===== src/rtl/alu8_pkg.sv =====
package alu8_pkg;
  typedef enum logic [3:0] {
    OP_ADD = 4'd0, OP_ADC = 4'd1, OP_SUB = 4'd2, OP_SBC = 4'd3,
    OP_CMP = 4'd4, OP_AND = 4'd5, OP_OR = 4'd6, OP_XOR = 4'd7,
    OP_INC = 4'd8, OP_DEC = 4'd9, OP_CPL = 4'd10, OP_SCF = 4'd11,
    OP_CCF = 4'd12, OP_DAA = 4'd13, OP_ADD16 = 4'd14, OP_IDLE = 4'd15
  } aluOp_e;

  typedef enum logic [3:0] {
    U_ARITH, U_AND, U_OR, U_XOR, U_INC, U_DEC, U_CPL,
    U_SCF, U_CCF, U_DAA, U_WIDE, U_HOLD
  } unit_e;

  typedef struct packed {
    unit_e unit;
    logic  subMode;
    logic  carryIn;
    logic  writeBack;
  } aluStrobe_t;

  localparam int FLAG_Z = 7;
  localparam int FLAG_N = 6;
  localparam int FLAG_H = 5;
  localparam int FLAG_C = 4;
endpackage


===== src/rtl/alu8_ctrl.sv =====
module alu8_ctrl
  import alu8_pkg::*;
(
  input  aluOp_e     opCode,
  output aluStrobe_t strb
);
  always_comb begin
    strb = '{unit: U_HOLD, subMode: 1'b0, carryIn: 1'b0, writeBack: 1'b1};
    unique case (opCode)
      OP_ADD:   strb.unit = U_ARITH;
      OP_ADC:   begin strb.unit = U_ARITH; strb.carryIn = 1'b1; end
      OP_SUB:   begin strb.unit = U_ARITH; strb.subMode = 1'b1; end
      OP_SBC:   begin strb.unit = U_ARITH; strb.subMode = 1'b1; strb.carryIn = 1'b1; end
      OP_CMP:   begin strb.unit = U_ARITH; strb.subMode = 1'b1; strb.writeBack = 1'b0; end
      OP_AND:   strb.unit = U_AND;
      OP_OR:    strb.unit = U_OR;
      OP_XOR:   strb.unit = U_XOR;
      OP_INC:   strb.unit = U_INC;
      OP_DEC:   strb.unit = U_DEC;
      OP_CPL:   strb.unit = U_CPL;
      OP_SCF:   begin strb.unit = U_SCF; strb.writeBack = 1'b0; end
      OP_CCF:   begin strb.unit = U_CCF; strb.writeBack = 1'b0; end
      OP_DAA:   strb.unit = U_DAA;
      OP_ADD16: strb.unit = U_WIDE;
      OP_IDLE:  begin strb.unit = U_HOLD; strb.writeBack = 1'b0; end
      default:  begin strb.unit = U_HOLD; strb.writeBack = 1'b0; end
    endcase
  end
endmodule


===== src/rtl/alu8_datapath.sv =====
module alu8_datapath
  import alu8_pkg::*;
#(
  parameter int DATA_W = 8,
  parameter int NIB_W  = 4
) (
  input  aluStrobe_t          strb,
  input  logic [2*DATA_W-1:0] opA,
  input  logic [2*DATA_W-1:0] opB,
  input  logic [7:0]          flagsIn,
  output logic [2*DATA_W-1:0] result,
  output logic [7:0]          flagsOut
);
  localparam int WIDE_W = 2 * DATA_W;
  localparam int WIDE_H = WIDE_W - NIB_W;

  logic [DATA_W-1:0] accV, srcV, res8, daaHi, daaOut;
  logic zIn, nIn, hIn, cIn, cinBit, daaC;
  logic zOut, nOut, hOut, cOut;
  logic [DATA_W:0] addFull, subFull;
  logic [NIB_W:0]  addNib, subNib;
  logic [WIDE_W:0] wideFull;
  logic [WIDE_H:0] wideLow;
  logic [3:0]      unusedLowFlags;

  assign accV   = opA[DATA_W-1:0];
  assign srcV   = opB[DATA_W-1:0];
  assign zIn    = flagsIn[FLAG_Z];
  assign nIn    = flagsIn[FLAG_N];
  assign hIn    = flagsIn[FLAG_H];
  assign cIn    = flagsIn[FLAG_C];
  assign unusedLowFlags = flagsIn[3:0];
  assign cinBit = strb.carryIn & cIn;

  assign addFull  = {1'b0, accV} + {1'b0, srcV} + {{DATA_W{1'b0}}, cinBit};
  assign subFull  = {1'b0, accV} - {1'b0, srcV} - {{DATA_W{1'b0}}, cinBit};
  assign addNib   = {1'b0, accV[NIB_W-1:0]} + {1'b0, srcV[NIB_W-1:0]} + {{NIB_W{1'b0}}, cinBit};
  assign subNib   = {1'b0, accV[NIB_W-1:0]} - {1'b0, srcV[NIB_W-1:0]} - {{NIB_W{1'b0}}, cinBit};
  assign wideFull = {1'b0, opA} + {1'b0, opB};
  assign wideLow  = {1'b0, opA[WIDE_H-1:0]} + {1'b0, opB[WIDE_H-1:0]};

  // decimal correction, direction chosen by the incoming subtract flag
  always_comb begin
    if (!nIn) begin
      daaC   = cIn | (accV > DATA_W'(8'h99));
      daaHi  = daaC ? accV + DATA_W'(8'h60) : accV;
      daaOut = (hIn | (daaHi[NIB_W-1:0] > NIB_W'(9))) ? daaHi + DATA_W'(8'h06) : daaHi;
    end else begin
      daaC   = cIn;
      daaHi  = cIn ? accV - DATA_W'(8'h60) : accV;
      daaOut = hIn ? daaHi - DATA_W'(8'h06) : daaHi;
    end
  end

  always_comb begin
    res8 = '0;
    zOut = zIn; nOut = nIn; hOut = hIn; cOut = cIn;
    unique case (strb.unit)
      U_ARITH: begin
        res8 = strb.subMode ? subFull[DATA_W-1:0] : addFull[DATA_W-1:0];
        nOut = strb.subMode;
        hOut = strb.subMode ? subNib[NIB_W] : addNib[NIB_W];
        cOut = strb.subMode ? subFull[DATA_W] : addFull[DATA_W];
        zOut = (res8 == '0);
      end
      U_AND: begin res8 = accV & srcV; zOut = (res8 == '0); nOut = 1'b0; hOut = 1'b1; cOut = 1'b0; end
      U_OR:  begin res8 = accV | srcV; zOut = (res8 == '0); nOut = 1'b0; hOut = 1'b0; cOut = 1'b0; end
      U_XOR: begin res8 = accV ^ srcV; zOut = (res8 == '0); nOut = 1'b0; hOut = 1'b0; cOut = 1'b0; end
      U_INC: begin
        res8 = accV + DATA_W'(1);
        zOut = (res8 == '0); nOut = 1'b0; hOut = (accV[NIB_W-1:0] == {NIB_W{1'b1}});
      end
      U_DEC: begin
        res8 = accV - DATA_W'(1);
        zOut = (res8 == '0); nOut = 1'b1; hOut = (accV[NIB_W-1:0] == '0);
      end
      U_CPL: begin res8 = ~accV; nOut = 1'b1; hOut = 1'b1; end
      U_SCF: begin nOut = 1'b0; hOut = 1'b0; cOut = 1'b1; end
      U_CCF: begin nOut = 1'b0; hOut = 1'b0; cOut = ~cIn; end
      U_DAA: begin res8 = daaOut; zOut = (daaOut == '0); hOut = 1'b0; cOut = daaC; end
      U_WIDE: begin nOut = 1'b0; hOut = wideLow[WIDE_H]; cOut = wideFull[WIDE_W]; end
      default: ;
    endcase
  end

  assign result   = (strb.unit == U_WIDE) ? wideFull[WIDE_W-1:0] : {{DATA_W{1'b0}}, res8};
  assign flagsOut = {zOut, nOut, hOut, cOut, 4'b0000};

  always_comb begin
    if (strb.unit == U_INC || strb.unit == U_DEC)
      a_r7_carry_kept: assert (flagsOut[FLAG_C] == flagsIn[FLAG_C]) else $error("R7 carry changed");
    if (strb.unit == U_AND || strb.unit == U_OR || strb.unit == U_XOR)
      a_r6_logic_carry_clear: assert (!flagsOut[FLAG_C]) else $error("R6 carry set");
    if (strb.unit == U_WIDE)
      a_r11_wide_zero_kept: assert (flagsOut[FLAG_Z] == flagsIn[FLAG_Z]) else $error("R11 zero changed");
    if (strb.unit == U_ARITH && strb.subMode)
      a_r4_sub_sets_n: assert (flagsOut[FLAG_N]) else $error("R4 subtract flag clear");
  end
endmodule


===== src/rtl/nibble_flag_alu.sv =====
module nibble_flag_alu
  import alu8_pkg::*;
#(
  parameter int DATA_W = 8
) (
  input  logic [3:0]          opSel,
  input  logic [2*DATA_W-1:0] opA,
  input  logic [2*DATA_W-1:0] opB,
  input  logic [7:0]          flagsIn,
  output logic [2*DATA_W-1:0] result,
  output logic                wbEn,
  output logic [7:0]          flagsOut
);
  aluOp_e     opCode;
  aluStrobe_t strb;

  assign opCode = aluOp_e'(opSel);

  alu8_ctrl u_ctrl (.opCode(opCode), .strb(strb));

  alu8_datapath #(.DATA_W(DATA_W)) u_dp (
    .strb(strb), .opA(opA), .opB(opB), .flagsIn(flagsIn),
    .result(result), .flagsOut(flagsOut)
  );

  assign wbEn = strb.writeBack;

  always_comb begin
    if (opSel == 4'd4)
      a_r5_cmp_no_wb: assert (!wbEn) else $error("R5 compare wrote back");
    if (opSel == 4'd15)
      a_r12_idle_flags: assert (flagsOut[7:4] == flagsIn[7:4] && !wbEn) else $error("R12 idle altered state");
  end
endmodule


===== config.mk =====
export PLATFORM = sky130hd
export DESIGN_NAME = nibble_flag_alu
export DESIGN_NICKNAME = d
export VERILOG_FILES = /design/src/rtl/alu8_pkg.sv /design/src/rtl/alu8_ctrl.sv /design/src/rtl/alu8_datapath.sv /design/src/rtl/nibble_flag_alu.sv
export SDC_FILE = /design/constraint.sdc
export NUM_CORES = 1
export LEC_CHECK = 0
export ABC_CLOCK_PERIOD_IN_PS = 6300
export BUFFER_PORTS_ARGS = -buffer_cell sky130_fd_sc_hd__buf_2
export CAP_MARGIN = 20
export CELL_PAD_IN_SITES_DETAIL_PLACEMENT = 0
export CELL_PAD_IN_SITES_GLOBAL_PLACEMENT = 1
export CORE_MARGIN = 2
export CORE_UTILIZATION = 30
export DETAILED_ROUTE_END_ITERATION = 16
export GPL_TIMING_DRIVEN = 0
export PLACE_DENSITY = 0.61
export SLEW_MARGIN = 40
export SYNTH_ARGS = -nofsm -noshare
export SYNTH_HDL_FRONTEND = slang
export SYNTH_SLANG_ARGS = --single-unit

===== constraint.sdc =====
create_clock -name vclk -period 6.3
set_clock_uncertainty 0.05 [all_clocks]
set_input_delay 0.945 -clock vclk [all_inputs]
set_output_delay 0.945 -clock vclk [all_outputs]
set_load 0.05 [all_outputs]

## Word-level counts from Yosys, hierarchy flattened

Cells that the tools add are included.

- Output and inout bits: 25
- Word-level logic and storage cells: 90
- Input port bits: 44
- Bits in registers: 0

- $lt $le $gt $ge: 2
- Eq/ne operators: 26
- Add/subtract/negate cells: 16
- Reductions and logical operators: 19
- Muxes and demuxes: 19
- Bitwise gates (word level): 8

Operator list:

| cell | count |
|---|---|
| $pmux W8 S8 | 1 |
| $logic_not A8 Y1 | 7 |
| $eq A4 B4 Y1 const B | 12 |
| $mux W8 | 6 |
| $pmux W4 S12 | 1 |
| $eq A4 B3 Y1 const B | 8 |
| $add A16 B16 Y17 | 1 |
| $eq A4 B2 Y1 const B | 4 |
| $mux W16 | 1 |
| $add A12 B12 Y13 | 1 |
| $logic_not A4 Y1 | 3 |
| $pmux W1 S6 | 2 |
| $reduce_or A5 Y1 | 2 |
| $add A8 B8 Y9 | 1 |
| $add A9 B1 Y9 | 1 |
| $sub A8 B8 Y9 | 1 |
| $sub A9 B1 Y9 | 1 |
| $add A8 B1 Y8 const B | 1 |
| $add A8 B3 Y8 const B | 1 |
| $add A8 B7 Y8 const B | 1 |
| $and A8 B8 Y8 | 1 |
| $eq A4 B1 Y1 const B | 2 |
| $gt A8 B8 Y1 const B | 1 |
| $not A8 Y8 | 1 |
| 20 further kinds | 29 |

## Logic depth before layout (Yosys ltp)

Gate-level depths: netlist of the first run.

- Depth after elaboration: 9
- Depth in mapped cells: 15
- Mapped depth without buffers: 13

## By module

From an unflattened synthesis of the first run, not the netlist that was laid out.

- Cells, all modules: 518
- Area, all modules: 3616.0 sq um

By module, submodules not included:

| module | cells each | area each (sq um) | seq. area each (sq um) | instances |
|---|---|---|---|---|
| alu8_datapath | 507 | 3544.6 | 0.0 | 1 |
| alu8_ctrl | 11 | 71.3 | 0.0 | 1 |

## Worst setup path after synthesis of the first run

OpenSTA, ideal clock, no wires.

- Path kind: in2out
- Start: input opSel[2]
- End: output result[7]
- Stages on the path: 11
- Arrival: 3870 ps
- Setup slack: 1435 ps
- Path buffers: 2
- Data required time: 5305 ps
- Cell sequence: clkbuf_1 clkbuf_1 nand3b_1 fa_1 ha_1 a211oi_2 o2111ai_1 a21oi_1 xnor2_1 mux2i_1 o221ai_1

- Cells in the longest elaborated chain, start to end: 8
- Elaborated cells on any way between the ends: 37
- Classes of those cells: add/sub: 2; eq/ne: 23; mux: 6; bitwise: 1; reduce/logical: 5

Ends and longest elaborated chain:

| item | line | text |
|---|---|---|
| start, declared | nibble_flag_alu.sv:6 | `input logic [3:0] opSel,` |
| $eq A4 B1 Y1 or $eq A4 B2 Y1 (tied branches) | alu8_ctrl.sv:9 | `unique case (opCode)` |
| $reduce_or A2 Y1 (no source line) | -- |  |
| $mux W1 | alu8_ctrl.sv:9 |  |
| $and A1 B1 Y1 | alu8_datapath.sv:33 | `assign cinBit = strb.carryIn & cIn;` |
| $add A9 B1 Y9 or $sub A9 B1 Y9 (tied branches) | alu8_datapath.sv:35, alu8_datapath.sv:36 |  |
| $mux W8 | alu8_datapath.sv:60 | `res8 = strb.subMode ? subFull[DATA_W-1:0] : addFull[DATA_W-1:0];` |
| $pmux W8 S8 | alu8_datapath.sv:58 | `unique case (strb.unit)` |
| $mux W16 * | alu8_datapath.sv:86 | `assign result = (strb.unit == U_WIDE) ? wideFull[WIDE_W-1:0] : {{DATA_W{1'b0}}, res8};` |
| end, declared | nibble_flag_alu.sv:10 | `output logic [2*DATA_W-1:0] result,` |

Every way passes the cells marked *; elsewhere a longest branch is shown, timed or not.

## Worst setup path after layout of the first run

- Start: input opSel[2]
- End: output flagsOut[7]

- Cells in the longest elaborated chain, start to end: 8
- Elaborated cells on any way between the ends: 35
- Classes of those cells: add/sub: 2; eq/ne: 21; mux: 5; bitwise: 1; reduce/logical: 6

Ends and longest elaborated chain:

| item | line | text |
|---|---|---|
| $eq A4 B1 Y1 or $eq A4 B2 Y1 (tied branches) | alu8_ctrl.sv:9 |  |
| $reduce_or A2 Y1 (no source line) | -- |  |
| $mux W1 | alu8_ctrl.sv:9 |  |
| $and A1 B1 Y1 | alu8_datapath.sv:33 |  |
| $add A9 B1 Y9 or $sub A9 B1 Y9 (tied branches) | alu8_datapath.sv:35, alu8_datapath.sv:36 |  |
| $mux W8 | alu8_datapath.sv:60 |  |
| $logic_not A8 Y1 | alu8_datapath.sv:64 | `zOut = (res8 == '0);` |
| $pmux W1 S7 * | alu8_datapath.sv:58 |  |
| end, declared | nibble_flag_alu.sv:12 | `output logic [7:0] flagsOut` |

Marks and branches as above.

==> results of run 1 <==
[through the flow]
step / power, uW / util [%]
finish: 426 / 35.0
global route: 462 / 35.0
CTS: 423 / 34.9
detailed placement: 421 / 34.9
global placement: 422 / 34.9
floorplan: 308 / -
[cells in the mapped netlist, types with 6 or more instances]
master / count / area (um^2)
xor2_1: 8 / 70.1
nor2_1: 32 / 120
a21oi_1: 28 / 140
nor4_1: 6 / 37.5
buf_4: 9 / 67.6
clkbuf_1: 12 / 45.0
xnor2_1: 43 / 377
nand2b_1: 7 / 43.8
a31oi_1: 9 / 56.3
mux2i_1: 9 / 90.1
inv_1: 35 / 131
nand2_1: 47 / 176
nor2b_1: 10 / 62.6
ha_1: 49 / 613
o21ai_0: 23 / 115
buf_2: 13 / 65.1
nand4_1: 11 / 68.8
nor3_1: 9 / 45.0
o211ai_1: 11 / 82.6
a21o_1: 9 / 67.6
o221ai_1: 8 / 70.1
nand3_1: 18 / 90.1
[worst max-delay path, stage by stage]
cell and delay, ns:
buf_2 0.17, clkbuf_1 0.38, clkbuf_1 0.45, nand3b_1 0.26, inv_1 0.08, fa_1 0.43, inv_1 0.10, fa_1 0.22
nand2b_1 0.12, a21oi_1 0.14, xor2_1 0.17, mux2i_1 0.27, and4bb_1 0.27, nand4_1 0.17, a31oi_1 0.28, buf_4 0.14
buf_2 0.24
[cell usage in the layout (no fill, tap or decap), types with 3 or more instances in the layout]
cell	Yosys	final
nor3_1	9	9
nand2_1	47	47
conb_1	1	4
o211ai_1	11	11
a21oi_1	28	28
nor4_1	6	6
inv_1	35	35
clkbuf_1	12	12
o21ai_0	23	23
nand4_1	11	11
ha_1	49	49
a22oi_1	4	4
buf_4	9	9
a31oi_1	9	9
or3_1	4	4
a221oi_1	4	4
o21ai_1	3	3
o221ai_1	8	8
fa_1	5	5
nand2b_1	7	7
nor2b_1	10	10
nand3_1	18	18
buf_6	4	4
xnor2_1	43	43
nand3b_1	3	3
o22ai_1	5	5
buf_2	13	73
nor2_1	32	32
mux2i_1	9	9
and2_1	5	5
o21bai_1	3	3
o21a_1	4	4
xor2_1	8	8
a21o_1	9	9
[per-layer routing]
layer	track usage, %	vias up	share of wire, %
met3	0.925	12	6.6
met4	1.71	0	1.1
met5	0	-	0
met1	31.8	1866	49
li1	-	1933	-
met2	33.4	168	43
[layout make-up]
| class | instances | share of cell area (%) |
|---|---|---|
| Buffer | 38 | 5.58 |
| Inverter | 36 | 3.38 |
| Multi-Input combinational cell | 431 | 79.0 |
| Tap cell | 143 | 4.48 |
| Timing Repair Buffer | 60 | 7.52 |
[power by group through the flow]
stage | registers [uW] | logic [uW] | clock network, uW
after floorplan | 0 | 308 | 0
after detailed placement | 0 | 421 | 0
after global placement | 0 | 422 | 0
after global routing | 0 | 462 | 0
final | 0 | 426 | 0
after CTS | 0 | 423 | 0
[cells by family after synthesis]
family | after synthesis
compound gates | 144
xor+xnor | 52
fa+ha+maj | 54
buf+inv | 74
mux | 10
other cells | 1
simple gates | 167
[how the worst max path moves through the flow]
| stage | depth (start not counted) | slack [ns] | end |
|---|---|---|---|
| global route | 17 | 0.25 | flagsOut[7] |
| global placement | 17 | 0.51 | flagsOut[7] |
| floorplan | 11 | 1.44 | result[7] |
| detailed placement | 17 | 0.51 | flagsOut[7] |
| CTS | 17 | 0.50 | flagsOut[7] |
| finish | 17 | 0.46 | flagsOut[7] |
==> run summary, run 1 <==
CP arrival = 4.85 ns
Mux cell area share after synthesis = 2.90%
Finished Layout Cells = 708
Die X = 112 um
Post-Syn Area = 3500 um^2
I/O pins = 69
Largest net degree at the start of global routing = 14
Post CTS Setup Buffer Count = 0
Mapped Cells = 502
Starting DRT DRC Count = 345
Placed cells = 708
MaxCap Viol Count = 0
Largest family of logic cells by synthesized area = compound AO/OA/AOI/OAI gates
Max Fanout on Critical Path = 10
Global route total overflow = 0
WL final = 13.5 mm
Synthesized area per cell = 6.96 um^2
Starting Density = 30.6%
Worst Path Required = 5.30 ns
Iteration count of the initial detailed-routing pass = 6
Final sequential cell count = 0
Final nets = 665
Tcrit/Tclk final = 92.8%
Post-CTS Hold Buffers = 0
Critical Path Start = opSel[2]
Core Region = 11400 um^2
Residual DRC = 0
First-pass GRT wire length = 21.0 mm
Total Die Area = 12500 um^2
Placed Area = 3990 um^2
Pwr dens = 107 nW/um^2
Adder-cell share of the synthesized area = 20.4%
Area growth syn-to-layout = 14.2%
Antenna Cells = 0
Worst IR drop on VDD = 0.0000562 V
Area of the multi-input gates = 3160 um^2
Hold crit path type = in -> out
Outcome = completed
Synth Area in Compound Gates = 28.8%
PostCTS Resize Cnt = 0
Routability cong. = 0.895
Clock power frac = 0%
Setup TNS = 0 ns
Library cells used by synthesis = 74
Switching Fraction = 63.7%
Hold Path Cell Cnt = 5
Via Count = 3979
Hold Crit Start = opB[15]
Synth Area in XOR/XNOR = 13.2%
DP Wirelength = 11.1 mm
Lkg Pwr = 0.00172 uW
Setup violators final = 0
Flop pwr share = 0%
CLK BUF = 0
Die Ht = 112 um
Crit Path Category = in -> out
Pre-CTS setup slack = 0.506 ns
Layout cells sized above 1 = 17.5%
Worst Max-Slew Pin Slew = 0.885 ns
Vias per Instance = 5.62
Yosys warns = 0
Hold Vio Cnt, Final = 0
Vias in the first global route = 3743
Hold path endpoint = result[15]
Final Hold Slack = 2.42 ns
Register Area = 0 um^2
RSZ-0062 raised after global routing = false
Worst setup margin = 0.455 ns
Post-route ant nets = 0
FILL cells = 1309
WL/cell = 19.0 um
Gr usage total = 20.7%
Min Tclk post-route = 5.84 ns
Combinational group share of total power = 100.0%
Worst setup EP type = primary output
Startpoint Class = input pin
Simple-gate portion of the synthesized area = 24.3%
P_int = 154 uW
Switching power = 271 uW
PortBufs = 60
Fmax = 171 MHz
Initial antenna violation count = 0
Cell row count = 39
Post-route cell area = 3990 um^2
Final count of pins violating max slew = 0
Sequential share of the synthesized area = 0%
Slew Limit Headroom = 40.2%
Power figures use the tool's default switching activity.
==> run 2: changes to the inputs <==
--- a/config.mk
+++ b/config.mk
@@ -11,10 +11,11 @@
 export CELL_PAD_IN_SITES_DETAIL_PLACEMENT = 0
 export CELL_PAD_IN_SITES_GLOBAL_PLACEMENT = 1
 export CORE_MARGIN = 2
-export CORE_UTILIZATION = 30
+export CORE_UTILIZATION = 45
 export DETAILED_ROUTE_END_ITERATION = 16
 export GPL_TIMING_DRIVEN = 0
-export PLACE_DENSITY = 0.61
+export PLACE_DENSITY = 0.87
+export RECOVER_POWER = 25
 export SLEW_MARGIN = 40
 export SYNTH_ARGS = -nofsm -noshare
 export SYNTH_HDL_FRONTEND = slang
==> run summary, run 2 (synthesis results as in run 1) <==
Worst IR drop on VDD = 0.0000712 V (+27%)
WL final = 12.4 mm (-8.2%)
Final count of pins violating max slew = 0 (unchanged)
Crit-path cells = buf_2 > clkbuf_1 > clkbuf_1 > nand3b_1 > inv_1 > fa_1 > inv_1 > fa_1 > nand2b_1 > a21oi_1 > xor2_1 > mux2i_1 > and4bb_1 > nand4_1 > a31oi_1 > buf_4 > buf_2
Vias in the first global route = 3627 (-3.1%)
CP arrival = 4.85 ns (about the same)
PortBufs = 60 (unchanged)
Iteration count of the initial detailed-routing pass = 7 (+1)
Final nets = 665 (unchanged)
Initial antenna violation count = 0 (unchanged)
Die X = 92.1 um (-18%)
Routability cong. = 1.02 (+13%)
FILL cells = 804 (-39%)
Register Area = 0 um^2 (unchanged)
Die Ht = 92.1 um (-18%)
Final Hold Slack = 2.40 ns (-0.0160 ns)
Outcome = completed
Lkg Pwr = 0.00170 uW (-0.91%)
Largest stage delay, worst path = 0.42 ns (-0.03 ns)
Hold crit path type = in -> out
Crit Path Category = in -> out
Pwr dens = 107 nW/um^2 (+0.36%)
WL/cell = 18.5 um (-2.5%)
Cell row count = 32 (-18%)
Via Count = 4023 (+1.1%)
Post-route cell area = 3940 um^2 (-1.4%)
MaxCap Viol Count = 0 (unchanged)
Commonest non-fill, non-tap cell in the layout = buf_2
DP Wirelength = 10.0 mm (-9.3%)
Fmax = 171 MHz (about the same)
Vias per Instance = 6.03 (+7.3%)
Gr usage total = 28.6% (+7.9 points)
Post-CTS Hold Buffers = 0 (unchanged)
Final sequential cell count = 0 (unchanged)
Total Die Area = 8490 um^2 (-32%)
RSZ-0062 raised after global routing = false
Worst Max-Slew Pin Slew = 0.659 ns (-0.226 ns)
Worst setup EP type = primary output
First-pass GRT wire length = 19.4 mm (-7.7%)
Largest net degree at the start of global routing = 14 (unchanged)
Setup violators final = 0 (unchanged)
Most frequent cells in the layout = buf_2, ha_1, nand2_1, xnor2_1, inv_1
Min Tclk post-route = 5.85 ns (+0.00347 ns)
Startpoint Class = input pin
Starting Density = 46.0% (+15 points)
PostCTS Resize Cnt = 0 (unchanged)
Antenna Cells = 0 (unchanged)
Layout cells sized above 1 = 16.6% (-0.88 points)
I/O pins = 69 (unchanged)
Hold Vio Cnt, Final = 0 (unchanged)
Post-route ant nets = 0 (unchanged)
Post CTS Setup Buffer Count = 0 (unchanged)
Tcrit/Tclk final = 92.8% (about the same)
Residual DRC = 0 (unchanged)
CLK BUF = 0 (unchanged)
Slowest CP cell = fa_1
Worst Path Required = 5.30 ns (about the same)
Core Region = 7610 um^2 (-33%)
Max Fanout on Critical Path = 10 (unchanged)
Global route total overflow = 0 (unchanged)
Starting DRT DRC Count = 506 (+47%)
Setup TNS = 0 ns (unchanged)
Area growth syn-to-layout = 12.6%
Slew Limit Headroom = 56.1% (+16 points)
Placed Area = 3940 um^2 (-1.3%)
## run 2: cell count changes in the layout (fill, tap and decap cells not counted), sizes merged
cell	delta
buf	-5
clkbuf	+5
## run 2: where the power goes
part | internal (uW) | total, uW | switching (uW)
sequential | 0 | 0 | 0
combinational | 153 | 421 | 268
clock | 0 | 0 | 0
## run 2: final cells by class
cell class | count | area, um^2 | share of cell area (%)
Timing Repair Buffer | 60 | 294 | 7.47
Buffer | 38 | 223 | 5.66
Multi-Input combinational cell | 431 | 3160 | 80.2
Inverter | 36 | 135 | 3.43
Tap cell | 102 | 128 | 3.24
## run 2: path summary, 6_finish.rpt
kind                      from  slack (ns)  depth (start not counted)          end
worst min-delay path   opB[15]        2.40                          5   result[15]
worst max-delay path  opSel[2]        0.45                         17  flagsOut[7]
## run 2: per-stage QoR
step	std cells	util [%]	total power (uW)	setup WS [ns]
finish	667	51.7	421	0.452
global route	667	51.7	457	0.348
CTS	667	51.7	416	0.596
detailed placement	667	51.7	414	0.601
global placement	667	51.7	410	0.612
floorplan	505	-	308	1.44
## run 2: layer usage
| metal | up-vias | track usage [%] | part of all wire [%] |
|---|---|---|---|
| met3 | 31 | 2.38 | 9.1 |
| met1 | 1850 | 42.1 | 45 |
| met5 | - | 0 | 0 |
| met4 | 0 | 8.46 | 3.5 |
| li1 | 1936 | - | - |
| met2 | 206 | 44.1 | 42 |
## run 2: critical path, delay by kind of cell
kind / cells / cell delay [ns]
AO/OA/AOI/OAI: 2 / 0.61
XOR/XNOR: 1 / 0.13
adder cells (fa/ha/maj): 2 / 0.64
buffers and inverters: 7 / 1.29
multiplexers: 1 / 0.31
AND/OR/NAND/NOR: 4 / 0.93
